### config.mk
export PLATFORM = sky130hd
export DESIGN_NAME = instr_decode
export DESIGN_NICKNAME = d
export VERILOG_FILES = /design/src/rtl/instr_decode_pkg.sv /design/src/rtl/instr_decode_fields.sv /design/src/rtl/instr_decode_ctrl.sv /design/src/rtl/instr_decode.sv
export SDC_FILE = /design/constraint.sdc
export NUM_CORES = 1
export LEC_CHECK = 0
export CAP_MARGIN = 20
export CORE_MARGIN = 2
export CORE_UTILIZATION = 32
export DETAILED_ROUTE_END_ITERATION = 8
export PLACE_DENSITY = 0.81
export REMOVE_ABC_BUFFERS = 1
export SYNTH_ARGS = -nofsm -noshare
export SYNTH_HDL_FRONTEND = slang
export SYNTH_SLANG_ARGS = --single-unit
### constraint.sdc
create_clock -name vclk -period 6.6
set_input_delay 1.32 -clock vclk [all_inputs]
set_output_delay 1.32 -clock vclk [all_outputs]
set_load 0.01 [all_outputs]
### src/rtl/instr_decode_pkg.sv
package instr_decode_pkg;

  localparam int XLEN      = 32;
  localparam int NUM_INSTR = 30;
  localparam int NUM_TYPES = 8;
  localparam int SEL_W     = 4;
  localparam int ACC_W     = SEL_W + $clog2(NUM_INSTR);

  localparam logic [6:0] OP_REG  = 7'b0110011;
  localparam logic [6:0] OP_LOAD = 7'b0000011;
  localparam logic [6:0] OP_IMM  = 7'b0010011;
  localparam logic [6:0] OP_JALR = 7'b1100111;
  localparam logic [6:0] OP_STOR = 7'b0100011;
  localparam logic [6:0] OP_BRAN = 7'b1100011;
  localparam logic [6:0] OP_LUI  = 7'b0110111;
  localparam logic [6:0] OP_JAL  = 7'b1101111;

  localparam logic [6:0] F7_BASE = 7'b0000000;
  localparam logic [6:0] F7_ALT  = 7'b0100000;

  typedef enum logic [SEL_W-1:0] {
    ALU_ADD = 4'd0, ALU_AND = 4'd1, ALU_OR = 4'd2, ALU_XOR = 4'd3,
    ALU_SLL = 4'd4, ALU_SRL = 4'd5, ALU_SRA = 4'd6, ALU_SLT = 4'd7,
    ALU_SLTU = 4'd8, ALU_SUB = 4'd9, ALU_PASSB = 4'd10, ALU_EQ = 4'd11,
    ALU_NE = 4'd12
  } alu_code_e;

  typedef enum int {
    IX_ADD = 0, IX_SUB, IX_AND, IX_OR, IX_XOR, IX_SLL, IX_SRL, IX_SRA,
    IX_SLT, IX_SLTU, IX_ADDI, IX_ANDI, IX_ORI, IX_XORI, IX_SLLI, IX_SRLI,
    IX_SRAI, IX_SLTI, IX_SLTIU, IX_LB, IX_LH, IX_LW, IX_JALR, IX_SB,
    IX_SH, IX_SW, IX_BEQ, IX_BNE, IX_LUI, IX_JAL
  } instr_ix_e;

  // Class strobes handed from control to the field datapath; r is bit 0.
  typedef struct packed {
    logic uj;
    logic u;
    logic sb;
    logic s;
    logic jalr;
    logic iop;
    logic load;
    logic r;
  } type_strobes_t;

  function automatic alu_code_e unitOf(input int ix);
    case (ix)
      IX_SUB:                   return ALU_SUB;
      IX_AND, IX_ANDI:          return ALU_AND;
      IX_OR, IX_ORI:            return ALU_OR;
      IX_XOR, IX_XORI:          return ALU_XOR;
      IX_SLL, IX_SLLI:          return ALU_SLL;
      IX_SRL, IX_SRLI:          return ALU_SRL;
      IX_SRA, IX_SRAI:          return ALU_SRA;
      IX_SLT, IX_SLTI:          return ALU_SLT;
      IX_SLTU, IX_SLTIU:        return ALU_SLTU;
      IX_LUI:                   return ALU_PASSB;
      IX_BEQ:                   return ALU_EQ;
      IX_BNE:                   return ALU_NE;
      default:                  return ALU_ADD;
    endcase
  endfunction

endpackage

### src/rtl/instr_decode_fields.sv
module instr_decode_fields
  import instr_decode_pkg::*;
(
  input  logic [XLEN-1:0] instr,
  input  type_strobes_t   strobes,
  output logic [6:0]      opcode,
  output logic [4:0]      rd,
  output logic [2:0]      funct3,
  output logic [4:0]      rs1,
  output logic [4:0]      rs2,
  output logic [6:0]      funct7,
  output logic [XLEN-1:0] imm
);

  // Shared fields: same position in every format.
  assign opcode = instr[6:0];
  assign rd     = instr[11:7];
  assign funct3 = instr[14:12];
  assign rs1    = instr[19:15];
  assign rs2    = instr[24:20];
  assign funct7 = instr[31:25];

  logic [XLEN-1:0] immI, immS, immB, immU, immJ;

  assign immI = {{(XLEN-12){instr[31]}}, instr[31:20]};
  assign immS = {{(XLEN-12){instr[31]}}, instr[31:25], instr[11:7]};
  assign immB = {{(XLEN-13){instr[31]}}, instr[31], instr[7], instr[30:25],
                 instr[11:8], 1'b0};
  assign immU = {instr[31:12], 12'b0};
  assign immJ = {{(XLEN-21){instr[31]}}, instr[31], instr[19:12], instr[20],
                 instr[30:21], 1'b0};

  always_comb begin
    imm = '0;
    if (strobes.load || strobes.iop || strobes.jalr) imm = immI;
    else if (strobes.s)  imm = immS;
    else if (strobes.sb) imm = immB;
    else if (strobes.u)  imm = immU;
    else if (strobes.uj) imm = immJ;
  end

  always_comb begin
    p_offset_even_r10: assert (!(strobes.sb || strobes.uj) || !imm[0])
      else $error("branch/jump offset has bit 0 set");
    p_upper_low_zero_r11: assert (!strobes.u || imm[11:0] == 12'b0)
      else $error("upper immediate low bits not zero");
    p_no_class_no_imm_r11: assert ((strobes != '0 && !strobes.r) || imm == '0)
      else $error("immediate nonzero without immediate class");
  end

endmodule

### src/rtl/instr_decode_ctrl.sv
module instr_decode_ctrl
  import instr_decode_pkg::*;
(
  input  logic [6:0]           opcode,
  input  logic [2:0]           funct3,
  input  logic [6:0]           funct7,
  output type_strobes_t        strobes,
  output logic [NUM_INSTR-1:0] instrHot,
  output logic [SEL_W-1:0]     aluSel,
  output logic                 illegal
);

  // Class from the opcode alone.
  always_comb begin
    strobes = '0;
    case (opcode)
      OP_REG:  strobes.r    = 1'b1;
      OP_LOAD: strobes.load = 1'b1;
      OP_IMM:  strobes.iop  = 1'b1;
      OP_JALR: strobes.jalr = 1'b1;
      OP_STOR: strobes.s    = 1'b1;
      OP_BRAN: strobes.sb   = 1'b1;
      OP_LUI:  strobes.u    = 1'b1;
      OP_JAL:  strobes.uj   = 1'b1;
      default: strobes      = '0;
    endcase
  end

  // Exact instruction from class, funct3 and funct7.
  always_comb begin
    instrHot = '0;
    if (strobes.r) begin
      if (funct7 == F7_BASE) begin
        case (funct3)
          3'b000: instrHot[IX_ADD]  = 1'b1;
          3'b001: instrHot[IX_SLL]  = 1'b1;
          3'b010: instrHot[IX_SLT]  = 1'b1;
          3'b011: instrHot[IX_SLTU] = 1'b1;
          3'b100: instrHot[IX_XOR]  = 1'b1;
          3'b101: instrHot[IX_SRL]  = 1'b1;
          3'b110: instrHot[IX_OR]   = 1'b1;
          default: instrHot[IX_AND] = 1'b1;
        endcase
      end else if (funct7 == F7_ALT) begin
        if (funct3 == 3'b000) instrHot[IX_SUB] = 1'b1;
        if (funct3 == 3'b101) instrHot[IX_SRA] = 1'b1;
      end
    end
    if (strobes.iop) begin
      case (funct3)
        3'b000: instrHot[IX_ADDI]  = 1'b1;
        3'b010: instrHot[IX_SLTI]  = 1'b1;
        3'b011: instrHot[IX_SLTIU] = 1'b1;
        3'b100: instrHot[IX_XORI]  = 1'b1;
        3'b110: instrHot[IX_ORI]   = 1'b1;
        3'b111: instrHot[IX_ANDI]  = 1'b1;
        3'b001: instrHot[IX_SLLI]  = (funct7 == F7_BASE);
        default: begin
          instrHot[IX_SRLI] = (funct7 == F7_BASE);
          instrHot[IX_SRAI] = (funct7 == F7_ALT);
        end
      endcase
    end
    if (strobes.load) begin
      instrHot[IX_LB] = (funct3 == 3'b000);
      instrHot[IX_LH] = (funct3 == 3'b001);
      instrHot[IX_LW] = (funct3 == 3'b010);
    end
    if (strobes.jalr) instrHot[IX_JALR] = (funct3 == 3'b000);
    if (strobes.s) begin
      instrHot[IX_SB] = (funct3 == 3'b000);
      instrHot[IX_SH] = (funct3 == 3'b001);
      instrHot[IX_SW] = (funct3 == 3'b010);
    end
    if (strobes.sb) begin
      instrHot[IX_BEQ] = (funct3 == 3'b000);
      instrHot[IX_BNE] = (funct3 == 3'b001);
    end
    if (strobes.u)  instrHot[IX_LUI] = 1'b1;
    if (strobes.uj) instrHot[IX_JAL] = 1'b1;
  end

  // Gate each indicator onto its unit code, then sum.
  logic [SEL_W-1:0] gated [NUM_INSTR];
  logic [ACC_W-1:0] acc;

  for (genvar g = 0; g < NUM_INSTR; g++) begin : g_gate
    localparam logic [SEL_W-1:0] UNIT = SEL_W'(unitOf(g));
    assign gated[g] = instrHot[g] ? UNIT : '0;
  end

  always_comb begin
    acc = '0;
    for (int i = 0; i < NUM_INSTR; i++) acc = acc + ACC_W'(gated[i]);
  end

  assign aluSel  = acc[SEL_W-1:0];
  assign illegal = ~|instrHot;

  always_comb begin
    p_class_single_r2: assert ($onehot0(NUM_TYPES'(strobes)))
      else $error("more than one class strobe");
    p_hot_single_r6: assert ($onehot0(instrHot))
      else $error("more than one instruction indicator");
    p_hot_needs_class_r6: assert (instrHot == '0 || strobes != '0)
      else $error("indicator raised without a class");
    p_sum_fits_r7: assert (acc[ACC_W-1:SEL_W] == '0)
      else $error("select sum overflows code width");
    p_illegal_zero_sel_r8: assert (!illegal || aluSel == '0)
      else $error("illegal word with nonzero select");
  end

endmodule

### src/rtl/instr_decode.sv
module instr_decode
  import instr_decode_pkg::*;
(
  input  logic [31:0] instr,
  output logic [6:0]  opcode,
  output logic [4:0]  rd,
  output logic [2:0]  funct3,
  output logic [4:0]  rs1,
  output logic [4:0]  rs2,
  output logic [6:0]  funct7,
  output logic [31:0] imm,
  output logic [7:0]  typeVec,
  output logic [29:0] instrHot,
  output logic [3:0]  aluSel,
  output logic        illegal
);

  type_strobes_t strobes;

  instr_decode_fields u_fields (
    .instr   (instr),
    .strobes (strobes),
    .opcode  (opcode),
    .rd      (rd),
    .funct3  (funct3),
    .rs1     (rs1),
    .rs2     (rs2),
    .funct7  (funct7),
    .imm     (imm)
  );

  instr_decode_ctrl u_ctrl (
    .opcode   (opcode),
    .funct3   (funct3),
    .funct7   (funct7),
    .strobes  (strobes),
    .instrHot (instrHot),
    .aluSel   (aluSel),
    .illegal  (illegal)
  );

  assign typeVec = strobes;

endmodule

* Word-level counts from Yosys, hierarchy flattened
Index checks and enable logic that the tools add are counted.
Storage, ports and cells: bits in registers 0, logic and storage cells 102, RAM bits 0, latch bits 0, memories 0, output and inout bits 107, ROM bits 0
Cells by class: magnitude comparators 0, divide/modulo/power cells 0, muxes and demuxes 59, equal/unequal tests 16, reduce and logical (&&, ||, !) cells 8, shift operators 0, add/subtract/negate cells 19, $mul 0, bitwise operators 0
Operators with widths (count):
- 32-bit 2-to-1 mux | 5
- 4-bit adder | 19
- 3-bit 2-to-1 mux | 10
- 30-bit OR reduction | 1
- 7-bit by 6-bit equality test with 1-bit output, second input constant | 4
- 1-bit 2-to-1 mux | 28
- 4-bit 2-to-1 mux | 6
- 7-bit equality test, second input constant | 3
- 2-bit 2-to-1 mux | 7
- 7-bit OR reduction | 2
- 3-bit equality test, second input constant | 4
- 10-bit 2-to-1 mux | 1
- 9-bit 2-to-1 mux | 1
- 7-bit by 2-bit equality test with 1-bit output, second input constant | 1
- 7-bit by 5-bit equality test with 1-bit output, second input constant | 1
- 7-bit logical NOT | 1
- 3-bit by 2-bit equality test with 1-bit output, second input constant | 2
- 5-bit 2-to-1 mux | 1
- 3-bit by 1-bit equality test with 1-bit output, second input constant | 1
- 3-bit logical NOT | 1
- 1-bit logical OR | 2
- 1-bit logical NOT | 1

* Logic depth before layout (Yosys ltp)
Gate-level depths: netlist of run 1.
depth in word-level cells 25, mapped depth 19

* By module
Synthesis of run 1 repeated with hierarchy kept, for this count alone.
Second synthesis, totals: cells, all modules 240, area total of the unflattened synthesis 1818.0 um^2
Modules (own cells, without submodules):
- instr_decode_ctrl | cells each 156, area each 1194.9 um^2, times used 1
- instr_decode_fields | cells each 84, area each 623.1 um^2, times used 1

* Worst setup path after synthesis of run 1
OpenSTA, ideal clock, no wires.
path type input-to-output, from in instr[6], to out aluSel[3], buffers on the path 2, arrival 5.775 ns, slack -0.495 ns, stages on the path 17, path through buf_2 nand2b_1 or4b_4 buf_6 nor3_4 nand3_1 fa_1 fa_1 fa_1 inv_1 fa_1 ha_1 xnor2_1 xnor2_1 xnor2_1 xnor2_1 xnor2_1
On the way: cells in the longest elaborated chain, start to end 23, elaborated cells on any way between the ends 51, those cells by class add/sub: 19; eq/ne: 4; mux: 28
RTL lines:
- from (decl) | line instr_decode.sv:4 | input logic [31:0] instr,
- 7-bit by 6-bit equality test with 1-bit output | line instr_decode_ctrl.sv:16 | case (opcode)
- 1-bit 2-to-1 mux | line instr_decode_ctrl.sv:16
- 10-bit 2-to-1 mux | line instr_decode_ctrl.sv:32 | if (strobes.r) begin
- 4-bit 2-to-1 mux or 1-bit 2-to-1 mux (tied branches) | line instr_decode_ctrl.sv:89 | assign gated[g] = instrHot[g] ? UNIT : '0;
- 4-bit adder (18 in series) | line instr_decode_ctrl.sv:94 | for (int i = 0; i < NUM_INSTR; i++) acc = acc + ACC_W'(gated[i]);
- 4-bit adder * | line instr_decode_ctrl.sv:94
- to (decl) | line instr_decode.sv:14 | output logic [3:0] aluSel,
Mark *: on every way between the ends. The rest lies on a longest branch, timed or not.

* Worst setup path after layout of run 1
from in instr[3], to out aluSel[3]
The elaborated chain is that of the path after synthesis.

==> results of run 1 <==
[cell type report]
type / instances / area [sq um] / share of cell area
Inverter: 33 / 124 / 0.0337
Timing Repair Buffer: 210 / 1910 / 0.521
Tap cell: 72 / 90.1 / 0.0245
Multi-Input combinational cell: 173 / 1540 / 0.421
[through the flow]
stage / TNS [ns] / cells
2_1_floorplan: -0.337 / 206
3_5_place_dp: -2.64 / 481
6_report: -0.490 / 488
3_3_place_gp: -2.27 / 481
4_1_cts: -0.463 / 487
5_1_grt: -0.716 / 488
[cells in the mapped netlist, types with 2 or more instances]
library cell  number  area, sq um
a21boi_0           5         37.5
a21o_1            19          143
a21oi_1            2         10.0
and2_1             9         56.3
buf_2              3         15.0
buf_4             34          255
clkbuf_1           9         33.8
fa_1              19          380
ha_1               3         37.5
inv_1             32          120
nand2_1           26         97.6
nand2b_1           3         18.8
nand3_1            6         30.0
nand3b_1           2         15.0
nand4_1            2         12.5
nand4b_1           4         35.0
nor2_1            23         86.3
nor2b_1            2         12.5
nor3_1             6         30.0
nor3_2             2         20.0
nor3b_1            3         22.5
nor4_1             2         12.5
o21a_1             2         15.0
o21ai_0            2         10.0
or3_1              4         25.0
or3b_2             2         17.5
xnor2_1           10         87.6
[worst max path at each step]
| stage | startpoint | to | slack [ns] | depth (start not counted) |
|---|---|---|---|---|
| 5_1_grt | instr[29] | aluSel[3] | -0.72 | 18 |
| 3_5_place_dp | instr[2] | aluSel[3] | -1.49 | 17 |
| 6_report | instr[3] | aluSel[3] | -0.49 | 18 |
| 4_1_cts | instr[2] | aluSel[3] | -0.46 | 18 |
| 3_3_place_gp | instr[4] | aluSel[3] | -1.32 | 17 |
| 2_1_floorplan | instr[6] | aluSel[3] | -0.34 | 14 |
[logic make-up after synthesis]
logic type	share of synthesized area
adders and majority gates	0.233
AOI/OAI and AO/OA	0.153
xor gates and xnor gates	0.0488
buffers and inverters	0.245
and+or+nand+nor	0.321
[report_power, final]
group	switching [mW]	internal, mW	total [mW]
clock	0	0	0
combinational	0.0497	0.0635	0.113
sequential	0	0	0
[repair_timing]
action	in CTS	in global routing
pin swaps	34	3
resized for setup	80	12
endpoints found under the setup margin	3	3
setup buffers	6	1
[critical path, cell delays in order]
cell	delay, ns
clkdlybuf4s15_1	0.20
buf_4	0.16
nand4bb_4	0.22
or2_4	0.28
nor3_4	0.23
nand2_2	0.10
fa_1	0.52
fa_1	0.51
fa_1	0.50
inv_1	0.05
fa_1	0.45
ha_2	0.21
xnor2_2	0.14
xnor2_1	0.19
xnor2_1	0.18
xnor2_1	0.18
xnor2_1	0.14
buf_2	0.16
[routing by layer]
| metal | track usage | share of wire | vias up |
|---|---|---|---|
| li1 | - | - | 1114 |
| met1 | 0.271 | 0.37 | 1123 |
| met2 | 0.461 | 0.52 | 125 |
| met3 | 0.0466 | 0.090 | 8 |
| met4 | 0.0328 | 0.011 | 0 |
| met5 | 0 | 0 | - |
==> impl_metrics.csv, run 1 <==
group,metric,value,unit
sta,fin_crit_sh,1.07,
placement,placed_cell_area,0.00344,sq mm
sta,max_freq,141,MHz
sta,setup_viol_count_final,1,
cells_and_area,finalInstanceArea,0.00367,sq mm
run,cap_violations,0,
floorplan,fp.dieW,78.9,microns
sta,worst_pin_slew,0.449,ns
synth,syn-instance-count,253,
setup_path,arrival,5.77,ns
global_route,track_usage,0.236,
power_and_ir_drop,p_per_area,30.8,mW/mm^2
cells_and_area,final_common_cell,"clkdlybuf4s50_1",
synth,synth-warning-count,0,
floorplan,die_area,0.00622,sq mm
hold_path,hold_start,"instr[2]",
floorplan,initial_utilization,0.328,
detailed_routing,ant_nets,0,
cells_and_area,seq_area,0,sq um
power_and_ir_drop,max-vdd-ir-drop,0.0285,mV
cells_and_area,finish.utilization,0.671,
cells_and_area,layout_common_cells,"124 x clkdlybuf4s50_1, 66 x buf_4, 29 x inv_1",
sta,finalHoldViolations,0,
sta,whs,3.32,ns
sta,maxSlewViolCount,0,
cells_and_area,seq_cells,0,
cells_and_area,drive_gt1_frac,0.298,
global_route,antenna_found_initial,0,
run_status,violations,"setup timing",
placement,gp_congestion,0.887,
setup_path,crit_fanout,4,
synth,ys_seq_area_frac,0,
cells_and_area,antenna_cells,0,
global_route,grt_overflow_total,0,
detailed_routing,wire_per_inst,15.0,microns
hold_path,whs_endpoint,"opcode[2]",
global_route,grt_pass1_vias,2481,
global_route,grt_max_degree,15,
setup_path,end_kind,"output port",
synth,syn_area_per_cell,7.09,sq um
cells_and_area,syn2layout_area_growth,105,%
setup_path,cp-start-kind,"primary input",
run_status,status,"complete, but fails checks",
hold_path,hold_class,"in2out",
cells_and_area,nClkBuffers,0,
clock_tree,ctsHoldBuffers,0,
detailed_routing,post_drt_via_cell_ratio,4.86,
synth,syn_area,0.00179,sq mm
synth,yosysUniqueCellTypes,44,
floorplan,core,0.00547,sq mm
floorplan,pin_count,139,
setup_path,critPathKind,"in2out",
global_route,grt_pass1_wl,12000,microns
cells_and_area,num-fill-cells,440,
sta,rsz0062_at_grt,"yes",
cells_and_area,nets,472,
detailed_routing,dr.first_iter.drc_count,115,
placement,pre_cts_ws,-1.49,ns
detailed_routing,drc_errors,0,
detailed_routing,drt_wl_total,7340,microns
detailed_routing,dr.pass1.iters,4,
power_and_ir_drop,power,0.113,mW
placement,io_buffers,139,
floorplan,core.rowCount,27,
power_and_ir_drop,leakagePower,1.73,nW
sta,period_minus_slack,7.09,ns
floorplan,chipHeight,78.9,microns
sta,maxSlewHeadroom,0.701,
placement,hpwl,6030,microns
hold_path,hold_depth,3,
setup_path,required,5.28,ns
detailed_routing,vias,2370,
sta,setup_slack,-0.490,ns
Power figures use the tool's default switching activity.
==> run 2, diff against run 1 <==
CORE_MARGIN = 8   (was 2)
REMOVE_ABC_BUFFERS = not set   (was 1)
==> run 2 against run 1 <==
  * The run still ends with setup timing left
  * Combinational power about the same
  * Flip-flop and latch count unchanged
  * Sequential share of layout area unchanged
  * Total power increased by 2.7%
  * Routed wire length increased by 18%
  * Core utilization increased by 3.0 points
  * Via count increased by 5.1%
==> impl_metrics.csv, run 2 (synthesis results as in run 1) <==
group,metric,value,unit
global_route,antenna_found_initial,0,
sta,setup_viol_count_final,1,
clock_tree,ctsHoldBuffers,0,
cells_and_area,instances_no_fill,517,
cells_and_area,finish.utilization,0.701,
detailed_routing,vias,2492,
cells_and_area,drive_gt1_frac,0.328,
power_and_ir_drop,leakagePower,1.86,nW
placement,io_buffers,139,
cells_and_area,nets,501,
placement,dpl.cell_count,488,
cells_and_area,num-fill-cells,413,
sta,fin_crit_sh,1.09,
sta,setup_tns,-0.586,ns
global_route,grt_overflow_total,0,
power_and_ir_drop,p_per_area,30.3,mW/mm^2
cells_and_area,layout_common_cells,"125 x clkdlybuf4s50_1, 96 x buf_4, 28 x inv_1",
cells_and_area,nClkBuffers,0,
global_route,grt_max_degree,15,
power_and_ir_drop,power,0.116,mW
synth,syn_nets,307,
detailed_routing,drc_errors,0,
detailed_routing,ant_nets,0,
setup_path,cp-start-kind,"primary input",
floorplan,core,0.00547,sq mm
floorplan,chipHeight,90.9,microns
setup_path,end_kind,"output port",
placement,gp_congestion,0.882,
detailed_routing,dr.first_iter.drc_count,134,
hold_path,hold_depth,2,
global_route,grt_pass1_vias,2834,
power_and_ir_drop,max-vdd-ir-drop,0.0288,mV
hold_path,hold_start,"instr[3]",
run,cap_violations,0,
global_route,grt_pass1_wl,13900,microns
cells_and_area,syn2layout_area_growth,114,%
placement,placed_cell_area,0.00353,sq mm
hold_path,hold_class,"in2out",
floorplan,pin_count,139,
cells_and_area,finalInstanceArea,0.00384,sq mm
floorplan,die_area,0.00826,sq mm
hold_path,whs_endpoint,"opcode[3]",
setup_path,critPathKind,"in2out",
sta,maxSlewViolCount,0,
sta,setup_slack,-0.586,ns
placement,hpwl,6900,microns
sta,worst_pin_slew,0.420,ns
run_status,violations,"setup timing",
setup_path,arrival,5.87,ns
cells_and_area,multiInputGateArea,0.00148,sq mm
cells_and_area,antenna_cells,0,
floorplan,core.rowCount,27,
setup_path,required,5.28,ns
sta,maxSlewHeadroom,0.719,
floorplan,initial_utilization,0.328,
cells_and_area,seq_area,0,sq um
run_status,status,"complete, but fails checks",
cells_and_area,seq_cells,0,
detailed_routing,dr.pass1.iters,4,
floorplan,fp.dieW,90.9,microns
detailed_routing,post_drt_via_cell_ratio,4.82,
detailed_routing,drt_wl_total,8650,microns
sta,finalHoldViolations,0,
setup_path,crit_fanout,4,
sta,rsz0062_at_grt,"yes",
cells_and_area,final_common_cell,"clkdlybuf4s50_1",
global_route,track_usage,0.200,
sta,period_minus_slack,7.19,ns
detailed_routing,wire_per_inst,16.7,microns
sta,max_freq,139,MHz
[run 2: cell count changes in the layout (fill, tap and decap cells not counted), moves of 2 or more]
cell and change:
buf_2 -2, buf_4 +30, clkdlybuf4s15_1 -3, clkdlybuf4s15_2 +2
fa_1 +2, fa_2 -2, nor2_1 +2, nor3_1 +2
[run 2: how the worst max path moves through the flow]
stage	start	to	cells after the start
2_1_floorplan	instr[6]	aluSel[3]	17
3_3_place_gp	instr[2]	aluSel[3]	17
3_5_place_dp	instr[2]	aluSel[3]	17
4_1_cts	instr[2]	aluSel[3]	18
5_1_grt	instr[26]	aluSel[3]	19
6_report	instr[3]	aluSel[3]	17
[run 2: worst max-delay path: stages]
cell	delay, ns
clkdlybuf4s15_2	0.21
or4b_4	0.59
nor3_4	0.22
buf_6	0.15
nand3_4	0.11
fa_1	0.60
fa_1	0.48
fa_1	0.56
inv_2	0.05
fa_1	0.45
ha_2	0.21
xnor2_2	0.13
xnor2_1	0.18
xnor2_1	0.15
xnor2_1	0.16
xnor2_1	0.14
buf_2	0.15
[run 2: power breakdown]
part	total [mW]	switching [mW]	internal, mW	leakage (nW)
clock	0	0	0	0
sequential	0	0	0	0
combinational	0.116	0.0493	0.0670	1.86
[run 2: timing repair]
| action | in CTS | in global routing |
|---|---|---|
| resized for setup | 62 | 10 |
| setup endpoints to repair | 3 | 3 |
| buffers inserted | 27 | 2 |
| pin swaps | 25 | 12 |
[run 2: metal layers]
metal  vias to the layer above  share of wire  global-route usage
met2                       136           0.51               0.386
met4                         0          0.012              0.0327
li1                       1168              -                   -
met3                        12           0.11              0.0732
met5                         -              0                   0
met1                      1176           0.36               0.200
[run 2: through the flow]
step	worst slack [ns]	hold slack (ns)
3_3_place_gp	-1.21	3.54
6_report	-0.586	3.34
4_1_cts	-0.542	3.34
2_1_floorplan	-0.233	2.73
3_5_place_dp	-1.37	3.54
5_1_grt	-0.723	3.35
[run 2: cell type report]
class              instances  share of cell area
repair buffers           239               0.559
multi-input cells        173               0.386
inverters                 33              0.0323
well taps                 72              0.0235
==> run 3, diff against run 2 <==
GPL_TIMING_DRIVEN = 0   (was not set)
==> run 3 against run 2 <==
  * The flow still finishes with violations (setup timing)
  * Global-route usage down 1.2 points
  * Core utilization down 4.2 points
  * Cell area down 6.0%
  * Combinational power about the same
  * First-iteration DRC count down 46%
  * Critical path depth up 1
  * Sequential share of layout area unchanged
  * Critical endpoint unchanged
==> impl_metrics.csv, run 3 (synthesis results as in run 1) <==
group,metric,value,unit
setup_path,cp_num_cells,18,
cells_and_area,finish.utilization,0.659,
sta,maxSlewHeadroom,0.492,
detailed_routing,met2_length,4140,microns
detailed_routing,m1WireLength,2800,microns
sta,rsz0062_at_grt,"yes",
cells_and_area,layout_common_cells,"119 x clkdlybuf4s50_1, 61 x buf_4, 30 x inv_1",
detailed_routing,wire_per_inst,16.6,microns
global_route,grt_max_degree,12,
global_route,grt_pass1_vias,2595,
floorplan,die_area,0.00826,sq mm
setup_path,critPathKind,"in2out",
placement,io_buffers,136,
power_and_ir_drop,leakagePower,1.68,nW
floorplan,core.rowCount,27,
setup_path,crit_fanout,9,
floorplan,chipHeight,90.9,microns
global_route,grt_pass1_wl,13200,microns
placement,placed_cell_area,0.00329,sq mm
run,cap_violations,0,
setup_path,crit_family,"adder cells",
detailed_routing,vias,2416,
sta,finalHoldViolations,0,
cells_and_area,nets,471,
sta,setup_viol_count_final,1,
detailed_routing,drt_wl_total,8100,microns
global_route,grt_overflow_total,0,
cells_and_area,seq_cells,0,
setup_path,end_kind,"output port",
detailed_routing,ant_nets,0,
cells_and_area,seq_area,0,sq um
sta,max_freq,139,MHz
power_and_ir_drop,p_per_area,31.3,mW/mm^2
cells_and_area,finalInstanceArea,0.00361,sq mm
cells_and_area,num-fill-cells,439,
detailed_routing,dr.pass1.iters,4,
cells_and_area,syn2layout_area_growth,101,%
sta,setup_tns,-0.586,ns
power_and_ir_drop,max-vdd-ir-drop,0.0326,mV
floorplan,core,0.00547,sq mm
run_status,status,"complete, but fails checks",
sta,maxSlewViolCount,0,
sta,whs,3.21,ns
detailed_routing,dr_wl_met3,935,microns
hold_path,hold_depth,2,
setup_path,max_stage_delay,0.64,ns
clock_tree,ctsHoldBuffers,0,
setup_path,cp-start-kind,"primary input",
cells_and_area,nClkBuffers,0,
setup_path,required,5.28,ns
setup_path,critPathSlowestCell,"fa_2",
global_route,track_usage,0.188,
detailed_routing,dr.first_iter.drc_count,73,
setup_path,crit_top_cell,"xnor2_1",
placement,hpwl,6180,microns
run_status,violations,"setup timing",
setup_path,critPathBufInv,4,
detailed_routing,drc_errors,0,
hold_path,hold_class,"in2out",
sta,period_minus_slack,7.19,ns
floorplan,fp.dieW,90.9,microns
hold_path,whs_endpoint,"funct3[1]",
synth,syn_nets,307,
global_route,antenna_found_initial,0,
floorplan,pin_count,139,
cells_and_area,multiInputGateArea,0.00152,sq mm
placement,gp_congestion,0.868,
setup_path,path_cells,"buf_12 -> nand3b_1 -> or4b_4 -> nor3_4 -> buf_6 -> nand3_4 -> fa_2 -> fa_1 -> fa_1 -> inv_1 -> fa_2 -> ha_2 -> xnor2_2 -> xnor2_1 -> xnor2_1 -> xnor2_1 -> xnor2_1 -> buf_2",
setup_path,arrival,5.87,ns
floorplan,initial_utilization,0.328,
hold_path,hold_start,"instr[13]",
cells_and_area,antenna_cells,0,
detailed_routing,dr.max_layer_used,"met4",
cells_and_area,final_common_cell,"clkdlybuf4s50_1",
sta,worst_pin_slew,0.762,ns
sta,fin_crit_sh,1.09,
detailed_routing,post_drt_via_cell_ratio,4.96,
sta,setup_slack,-0.586,ns
cells_and_area,drive_gt1_frac,0.277,
[run 3: cell type report]
| class | instances | share of cell area |
|---|---|---|
| Timing Repair Buffer | 163 | 0.426 |
| Multi-Input combinational cell | 173 | 0.422 |
| Buffer | 46 | 0.0922 |
| Inverter | 33 | 0.0350 |
| Tap cell | 72 | 0.0250 |
[run 3: where the power goes]
part | leakage [nW] | total, mW | internal (mW) | switching, mW
registers | 0 | 0 | 0 | 0
logic | 1.68 | 0.113 | 0.0639 | 0.0491
clock network | 0 | 0 | 0 | 0
[run 3: timing repair]
item                       4_1_cts  5_1_grt
pin swaps                       20       14
setup endpoints to repair        3        2
setup buffers                   21        6
gates resized for setup         76       18
[run 3: how the worst max path moves through the flow]
stage / startpoint / end / slack (ns)
floorplan: instr[6] / aluSel[3] / -0.23
finish: instr[2] / aluSel[3] / -0.59
global placement: instr[4] / aluSel[3] / -1.64
detailed placement: instr[4] / aluSel[3] / -1.69
global route: instr[27] / aluSel[3] / -0.78
CTS: instr[2] / aluSel[3] / -0.54
[run 3: per-stage QoR]
stage	setup WS [ns]	total power [mW]	instances
finish	-0.586	0.113	487
global route	-0.782	0.121	487
CTS	-0.540	0.111	481
detailed placement	-1.69	0.107	461
global placement	-1.64	0.106	461
floorplan	-0.233	0.0456	253
[run 3: layer usage]
metal	vias up	global-route usage
met3	26	0.0673
met4	0	0.0477
li1	1116	-
met1	1127	0.196
met5	-	0
met2	147	0.347
